===== config.mk =====
export PLATFORM = sky130hd
export DESIGN_NAME = lcdc_regs
export DESIGN_NICKNAME = d
export VERILOG_FILES = /design/src/rtl/lcdc_pkg.sv /design/src/rtl/lcdc_ctrl.sv /design/src/rtl/lcdc_datapath.sv /design/src/rtl/lcdc_regs.sv
export SDC_FILE = /design/constraint.sdc
export NUM_CORES = 1
export LEC_CHECK = 0
export BUFFER_PORTS_ARGS = -buffer_cell sky130_fd_sc_hd__buf_2
export CELL_PAD_IN_SITES_DETAIL_PLACEMENT = 1
export CELL_PAD_IN_SITES_GLOBAL_PLACEMENT = 2
export CORE_MARGIN = 8
export CORE_UTILIZATION = 33
export DETAILED_ROUTE_END_ITERATION = 7
export PLACE_DENSITY_LB_ADDON = 0.1
export SYNTH_ARGS = -nofsm -noshare
export SYNTH_HDL_FRONTEND = slang
export SYNTH_HIERARCHICAL = 1
export SYNTH_SLANG_ARGS = --single-unit

===== constraint.sdc =====
create_clock -name clk -period 3.25 [get_ports clk]
set_input_delay 0.4875 -clock clk [delete_from_list [all_inputs] [get_ports clk]]
set_output_delay 0.4875 -clock clk [all_outputs]
set_load 0.03 [all_outputs]

===== src/rtl/lcdc_pkg.sv =====
package lcdc_pkg;

  localparam int DATA_W = 32;

  localparam logic [DATA_W-1:0] CTRL_KEEP_MASK = 32'h01CF_F300;
  localparam logic [DATA_W-1:0] CTRL_READ_ONES = 32'hFE00_0C34;
  localparam logic [DATA_W-1:0] TIM0_READ_ONES = 32'h0000_000F;
  localparam logic [DATA_W-1:0] TIM2_READ_ONES = 32'hFC00_0000;
  localparam logic [DATA_W-1:0] SUB_KEEP_MASK  = 32'hA1FF_FFFF;

  // word index of each register (byte offset / 4)
  localparam int IDX_CTRL = 0;
  localparam int IDX_TIM0 = 1;
  localparam int IDX_TIM1 = 2;
  localparam int IDX_TIM2 = 3;
  localparam int IDX_STAT = 4;
  localparam int IDX_SUB  = 5;

  typedef enum logic [2:0] {
    SEL_CTRL, SEL_TIM0, SEL_TIM1, SEL_TIM2, SEL_STAT, SEL_SUB, SEL_NONE
  } regSel_e;

  typedef struct packed {
    logic    wrCtrl;
    logic    wrTim0;
    logic    wrTim1;
    logic    wrTim2;
    logic    wrSub;
    logic    rdHit;
    regSel_e rdSel;
    logic    bad;
  } regStrobe_t;

  typedef struct packed {
    logic paletteDone;
    logic syncErr;
    logic frameDone;
  } statFlags_t;

endpackage


===== src/rtl/lcdc_ctrl.sv =====
module lcdc_ctrl
  import lcdc_pkg::*;
#(
  parameter int ADDR_W = 8
) (
  input  logic              wrEn,
  input  logic              rdEn,
  input  logic [ADDR_W-1:0] addr,
  output regStrobe_t        strobe
);

  localparam int NUM_REGS = 6;

  logic    aligned;
  logic    mapped;
  regSel_e sel;

  assign aligned = (addr[1:0] == 2'b00);

  always_comb begin
    sel    = SEL_NONE;
    mapped = 1'b0;
    if (aligned && (addr[ADDR_W-1:2] < (ADDR_W-2)'(NUM_REGS))) begin
      mapped = 1'b1;
      case (int'(addr[ADDR_W-1:2]))
        IDX_CTRL: sel = SEL_CTRL;
        IDX_TIM0: sel = SEL_TIM0;
        IDX_TIM1: sel = SEL_TIM1;
        IDX_TIM2: sel = SEL_TIM2;
        IDX_STAT: sel = SEL_STAT;
        IDX_SUB:  sel = SEL_SUB;
        default:  sel = SEL_NONE;
      endcase
    end
  end

  always_comb begin
    strobe        = '0;
    strobe.rdSel  = sel;
    strobe.rdHit  = rdEn && mapped;
    strobe.wrCtrl = wrEn && (sel == SEL_CTRL);
    strobe.wrTim0 = wrEn && (sel == SEL_TIM0);
    strobe.wrTim1 = wrEn && (sel == SEL_TIM1);
    strobe.wrTim2 = wrEn && (sel == SEL_TIM2);
    strobe.wrSub  = wrEn && (sel == SEL_SUB);
    strobe.bad    = (wrEn || rdEn) && !mapped;
  end

endmodule


===== src/rtl/lcdc_datapath.sv =====
module lcdc_datapath
  import lcdc_pkg::*;
#(
  parameter int DIM_BITS = 10
) (
  input  logic                clk,
  input  logic                rstN,
  input  regStrobe_t          strobe,
  input  logic [DATA_W-1:0]   wrData,
  input  logic                evFrameDone,
  input  logic                evPaletteDone,
  input  logic                evSyncError,
  output logic [DATA_W-1:0]   rdData,
  output statFlags_t          flags,
  output logic                irq,
  output logic                dispEnable,
  output logic [1:0]          loadMode,
  output logic                tftPanel,
  output logic                monoPanel,
  output logic [DIM_BITS:0]   panelWidth,
  output logic [DIM_BITS:0]   panelHeight,
  output logic [DATA_W-1:0]   subpanelCfg,
  output logic                frameArmed
);

  localparam int DIM_W = DIM_BITS + 1;
  localparam int HI_W  = DATA_W - DIM_BITS;

  logic [1:0]          intMask;
  logic [DATA_W-1:0]   ctrlKeep;
  logic [HI_W-1:0]     tim0Hi;
  logic [HI_W-1:0]     tim1Hi;
  logic [DATA_W-1:0]   tim2Word;
  logic                newEnable;
  logic [1:0]          newMode;
  logic                enRise;
  logic                enFall;
  logic [DIM_BITS-1:0] widthM1;
  logic [DIM_BITS-1:0] heightM1;
  logic [DATA_W-1:0]   muxData;

  assign newEnable = wrData[0];
  assign newMode   = wrData[21:20];
  assign enRise    = strobe.wrCtrl && newEnable && !dispEnable;
  assign enFall    = strobe.wrCtrl && !newEnable && dispEnable;

  // configuration fields
  always_ff @(posedge clk) begin
    if (!rstN) begin
      dispEnable  <= 1'b0;
      loadMode    <= '0;
      tftPanel    <= 1'b0;
      monoPanel   <= 1'b0;
      intMask     <= '0;
      ctrlKeep    <= '0;
      tim0Hi      <= '0;
      tim1Hi      <= '0;
      tim2Word    <= '0;
      panelWidth  <= '0;
      panelHeight <= '0;
      subpanelCfg <= '0;
    end else begin
      if (strobe.wrCtrl) begin
        dispEnable <= newEnable;
        loadMode   <= newMode;
        tftPanel   <= wrData[7];
        monoPanel  <= wrData[1];
        intMask    <= wrData[4:3];
        ctrlKeep   <= wrData & CTRL_KEEP_MASK;
      end
      if (strobe.wrTim0) begin
        tim0Hi     <= wrData[DATA_W-1:DIM_BITS];
        panelWidth <= DIM_W'(wrData[DIM_BITS-1:0]) + 1'b1;
      end
      if (strobe.wrTim1) begin
        tim1Hi      <= wrData[DATA_W-1:DIM_BITS];
        panelHeight <= DIM_W'(wrData[DIM_BITS-1:0]) + 1'b1;
      end
      if (strobe.wrTim2) tim2Word    <= wrData;
      if (strobe.wrSub)  subpanelCfg <= wrData & SUB_KEEP_MASK;
    end
  end

  // status flags and frame slot; sequencing below overrides events
  always_ff @(posedge clk) begin
    if (!rstN) begin
      flags      <= '0;
      frameArmed <= 1'b0;
    end else begin
      if (dispEnable) begin
        if (evFrameDone)   flags.frameDone   <= 1'b1;
        if (evPaletteDone) flags.paletteDone <= 1'b1;
        if (evSyncError)   flags.syncErr     <= 1'b1;
      end
      if (enFall) begin
        flags.syncErr <= 1'b0;
        if (newMode != 2'd1) flags.frameDone <= 1'b1;
        frameArmed    <= 1'b0;
      end else if (enRise && !frameArmed) begin
        flags.frameDone   <= 1'b0;
        flags.paletteDone <= 1'b0;
        frameArmed        <= 1'b1;
      end
    end
  end

  assign irq = (flags.frameDone && intMask[0]) ||
               (flags.paletteDone && intMask[1]) ||
               flags.syncErr;

  assign widthM1  = DIM_BITS'(panelWidth - 1'b1);
  assign heightM1 = DIM_BITS'(panelHeight - 1'b1);

  always_comb begin
    case (strobe.rdSel)
      SEL_CTRL: muxData = CTRL_READ_ONES | ctrlKeep |
                          (DATA_W'(tftPanel) << 23) | (DATA_W'(loadMode) << 20) |
                          (DATA_W'(tftPanel) << 7)  | (DATA_W'(intMask) << 3) |
                          (DATA_W'(monoPanel) << 1) | DATA_W'(dispEnable);
      SEL_TIM0: muxData = {tim0Hi, widthM1} | TIM0_READ_ONES;
      SEL_TIM1: muxData = {tim1Hi, heightM1};
      SEL_TIM2: muxData = tim2Word | TIM2_READ_ONES;
      SEL_STAT: muxData = (DATA_W'(flags.paletteDone) << 6) |
                          (DATA_W'(flags.syncErr) << 2) |
                          DATA_W'(flags.frameDone);
      SEL_SUB:  muxData = subpanelCfg;
      default:  muxData = '0;
    endcase
  end

  assign rdData = strobe.rdHit ? muxData : '0;

endmodule


===== src/rtl/lcdc_regs.sv =====
module lcdc_regs
  import lcdc_pkg::*;
#(
  parameter int ADDR_W   = 8,
  parameter int DIM_BITS = 10
) (
  input  logic              clk,
  input  logic              rstN,
  input  logic              wrEn,
  input  logic              rdEn,
  input  logic [ADDR_W-1:0] addr,
  input  logic [31:0]       wrData,
  output logic [31:0]       rdData,
  output logic              badAccess,
  input  logic              evFrameDone,
  input  logic              evPaletteDone,
  input  logic              evSyncError,
  output logic              irq,
  output logic              dispEnable,
  output logic [1:0]        loadMode,
  output logic              tftPanel,
  output logic              monoPanel,
  output logic [DIM_BITS:0] panelWidth,
  output logic [DIM_BITS:0] panelHeight,
  output logic [31:0]       subpanelCfg,
  output logic              frameArmed
);

  regStrobe_t strobe;
  statFlags_t flags;
  logic       fdFlag;
  logic       pdFlag;
  logic       seFlag;

  lcdc_ctrl #(.ADDR_W(ADDR_W)) uCtrl (
    .wrEn   (wrEn),
    .rdEn   (rdEn),
    .addr   (addr),
    .strobe (strobe)
  );

  lcdc_datapath #(.DIM_BITS(DIM_BITS)) uData (
    .clk           (clk),
    .rstN          (rstN),
    .strobe        (strobe),
    .wrData        (wrData),
    .evFrameDone   (evFrameDone),
    .evPaletteDone (evPaletteDone),
    .evSyncError   (evSyncError),
    .rdData        (rdData),
    .flags         (flags),
    .irq           (irq),
    .dispEnable    (dispEnable),
    .loadMode      (loadMode),
    .tftPanel      (tftPanel),
    .monoPanel     (monoPanel),
    .panelWidth    (panelWidth),
    .panelHeight   (panelHeight),
    .subpanelCfg   (subpanelCfg),
    .frameArmed    (frameArmed)
  );

  assign badAccess = strobe.bad;
  assign fdFlag    = flags.frameDone;
  assign pdFlag    = flags.paletteDone;
  assign seFlag    = flags.syncErr;

endmodule


==> impl_results.md <==
- Commonest non-fill, non-tap cells in the layout: nor2_1 (149), dfxtp_1 (143), buf_2 (135)
- Post-synth EDFFs: 0
- Startpoint types: input pin
- Final Hold Fails: 0
- Internal power: 0.00286 W
- Final hold slack: 0.330 ns
- DIE HEIGHT: 160 um
- Syn Inst Count: 757
- Global Route met2 Usage: 32.7%
- Crit Path Category: in -> out
- Final Slew Violations: 0
- Remaining antenna violation count after routing: 0
- Drt via density: 5.22
- # Post-CTS Setup Buffers: 0
- Worst vdd ir: 0.337 mV
- Nature of the critical path endpoint: output port
- Multi-input gate area: 3740 um^2
- Initial Util: 33.7%
- Sequential share of the synthesized area: 41.7%
- Worst-skew pair later-pin latency: 0.41 ns
- Die area: 25700 um^2
- Via Count: 6070
- CP max stage delay: 0.53 ns
- RSZ-0062 raised after global routing: no
- Gr usage total: 18.7%
- Worst clock skew: 0.00313 ns
- Delay-heaviest family, CP: simple AND/OR/NAND/NOR gates
- Clock buffer count from CTS: 17
- Tcrit/Tclk final: 97.2%
- Syn. warnings: 6
- Grt met3 use: 3.43%
- Syn-to-layout area delta: 24.3%
- Post-synthesis async set-or-reset flop share: 0%
- TNS Setup: 0 ns
- WP buf/inv: 4
- Routability cong.: 0.772
- Vias in the first global route: 6763
- # setup viols final: 0
- Root Driver: clkbuf_16
- Synth Cell Area: 6870 um^2
- Total grt overflow: 0
- Core area: 20400 um^2
- Fillers: 2411
- CTS tree: yes
- # clock sinks: 143
- Layout cells sized above 1: 25.7%
- Power share of the clock group: 48.6%
- Slew margin rel.: 59.0%
- Fin nets: 928
- Hold Buf Count CTS: 0
- Switching power share of the total: 23.8%
- DR iter-0 viols: 312
- IO Pins: 141
- Flip-flop and latch area: 2860 um^2
- Worst slew pin tran: 0.614 ns
- Crit path cell chain: buf_2, or3_1, or3_2, buf_12, buf_4, nor3_1, a2111oi_2, a21oi_1, nor2b_1, buf_2
- Clock Tree Buf Depth: 2
- Mean post-synth cell area: 9.08 um^2
- Sequential Power Share: 46.8%
- HPWL Detailed: 16800 um
- M1 GR Usage: 23.1%
- Unique masters post-synth: 60
- CP Data Required Time: 2.76 ns
- Critical path's most frequent cell: buf_2
- Leakage: 3.18 nW
- Die Width: 160 um
- Clk pin slew, worst setup/hold paths: 0.06 ns
- Max_cap viols: 0
- Power share of the combinational group: 4.6%
- FMAX: 317 MHz
- Detailed Route WL: 24000 um
- Residual DRC: 0
- Initial antenna violation count: 0
- DP Area: 7980 um^2
- Net Switching: 0.000895 W
- Top Usage Layer GRT: met2
- Critical Path Fanout Max: 29
- Design area: 8540 um^2
- Critical path data arrival time: 2.67 ns
- PwrDens: 440 nW/um^2
- Status: finished, final reports clean
- Largest net degree at the start of global routing: 55
- I/O Buffers: 135
- CP max stage cell: or3_2
- Routed WL per cell: 20.6 um
- Initial DRT Pass Iterations: 4
- Row count: 52
- Most common cell after layout, fill and taps aside: nor2_1
- Hold Crit Class: in -> reg
- Top FF cell, synth: dfxtp_1
- Cts repair resizes: 0
- H-tree levels: 4
- FF+latch count, synth: 143
- Crit path time final: 3.16 ns
- Diode count: 0
- First-pass GRT wire length: 38600 um
[cell usage after synthesis, types with 5 or more instances]
cell type	count	share of area [%]
mux2i_1	131	19
o21ai_0	23	1.7
o22ai_1	14	1.3
buf_2	18	1.3
xnor2_1	6	0.76
inv_1	9	0.49
nor2_1	150	8.2
a21oi_1	27	2.0
a211oi_1	9	0.98
a31oi_1	6	0.55
nor3_1	10	0.73
nand2_1	12	0.66
nor4_1	7	0.64
dfxtp_1	143	42
nand2b_1	12	1.1
or3_1	6	0.55
and2_1	12	1.1
clkbuf_1	32	1.7
nor3b_1	5	0.55
buf_1	10	0.55
mux2_2	8	1.3
nor2b_1	8	0.73
xor2_1	6	0.76
buf_4	6	0.66
a22oi_1	19	2.1
nand3_1	10	0.73
[area by class of cell]
| class | instances | share of cell area (%) |
|---|---|---|
| Multi-Input combinational cell | 541 | 43.8 |
| Sequential cell | 143 | 33.5 |
| Timing Repair Buffer | 166 | 11.8 |
| Clock buffer | 19 | 5.07 |
| Tap cell | 270 | 3.96 |
| Clock inverter | 13 | 1.38 |
| Inverter | 10 | 0.469 |
[power by group through the flow]
stage	Clock (W)	Combinational, W	Sequential [W]
after floorplan	0	0.0000833	0.00180
after global placement	0	0.000168	0.00180
after detailed placement	0	0.000173	0.00180
after CTS	0.00189	0.000174	0.00176
after global routing	0.00197	0.000187	0.00176
final	0.00183	0.000171	0.00176
[worst reg2reg max path: cells and delay by family, from the launching register on]
| family | cells | cell delay (ns) |
|---|---|---|
| AOI/OAI and AO/OA | 2 | 0.33 |
| DFF | 1 | 0.48 |
[registers in the layout, summed over array words and instances (netlist names)]
register / count
uData/monoPanel: 1
uData/frameArmed: 1
uData/tim1Hi: 22
uData/ctrlKeep: 13
uData/subpanelCfg: 27
uData/tim0Hi: 22
uData/tftPanel: 1
uData/flags: 3
uData/loadMode: 2
uData/panelWidth: 11
uData/intMask: 2
uData/dispEnable: 1
uData/panelHeight: 11
uData/tim2Word: 26
[cell families after synthesis]
family / Yosys count / share of synthesized area, %
buffers and inverters: 77 / 4.97
other: 1 / 0.0546
AOI/OAI and AO/OA: 131 / 12.7
adders and majority gates: 2 / 0.364
muxes: 143 / 21.7
and+or+nand+nor: 248 / 17.0
xor gates and xnor gates: 12 / 1.53
DFF: 143 / 41.7
[worst paths after layout]
kind                     startpoint  slack [ns]                end  cells past startpoint
setup / recovery            addr[6]        0.09         rdData[23]                     10
hold / removal           wrData[27]        0.33   uData/tim0Hi[17]                      3
setup reg to reg   uData/dispEnable        2.34     uData/flags[1]                      2
hold reg to reg   uData/tim2Word[2]        0.50  uData/tim2Word[2]                      2
[per-stage QoR]
stage / std cells / setup slack (ns) / total power, W / utilization, %
6_report: 1162 / 0.0924 / 0.00376 / 41.9
5_1_grt: 1162 / 0.00780 / 0.00391 / 41.9
2_1_floorplan: 761 / 0.0539 / 0.00188 / -
3_5_place_dp: 1130 / 0.0723 / 0.00197 / 39.2
4_1_cts: 1162 / 0.0412 / 0.00382 / 41.9
3_3_place_gp: 1130 / 0.130 / 0.00197 / 39.2
[layer usage]
layer  routed length [um]  vias to the layer above
met3                  712                       24
met1                11200                     3020
li1                     -                     2904
met4                  372                        0
met5                    0                        -
met2                11700                      122
Power figures use the tool's default switching activity.
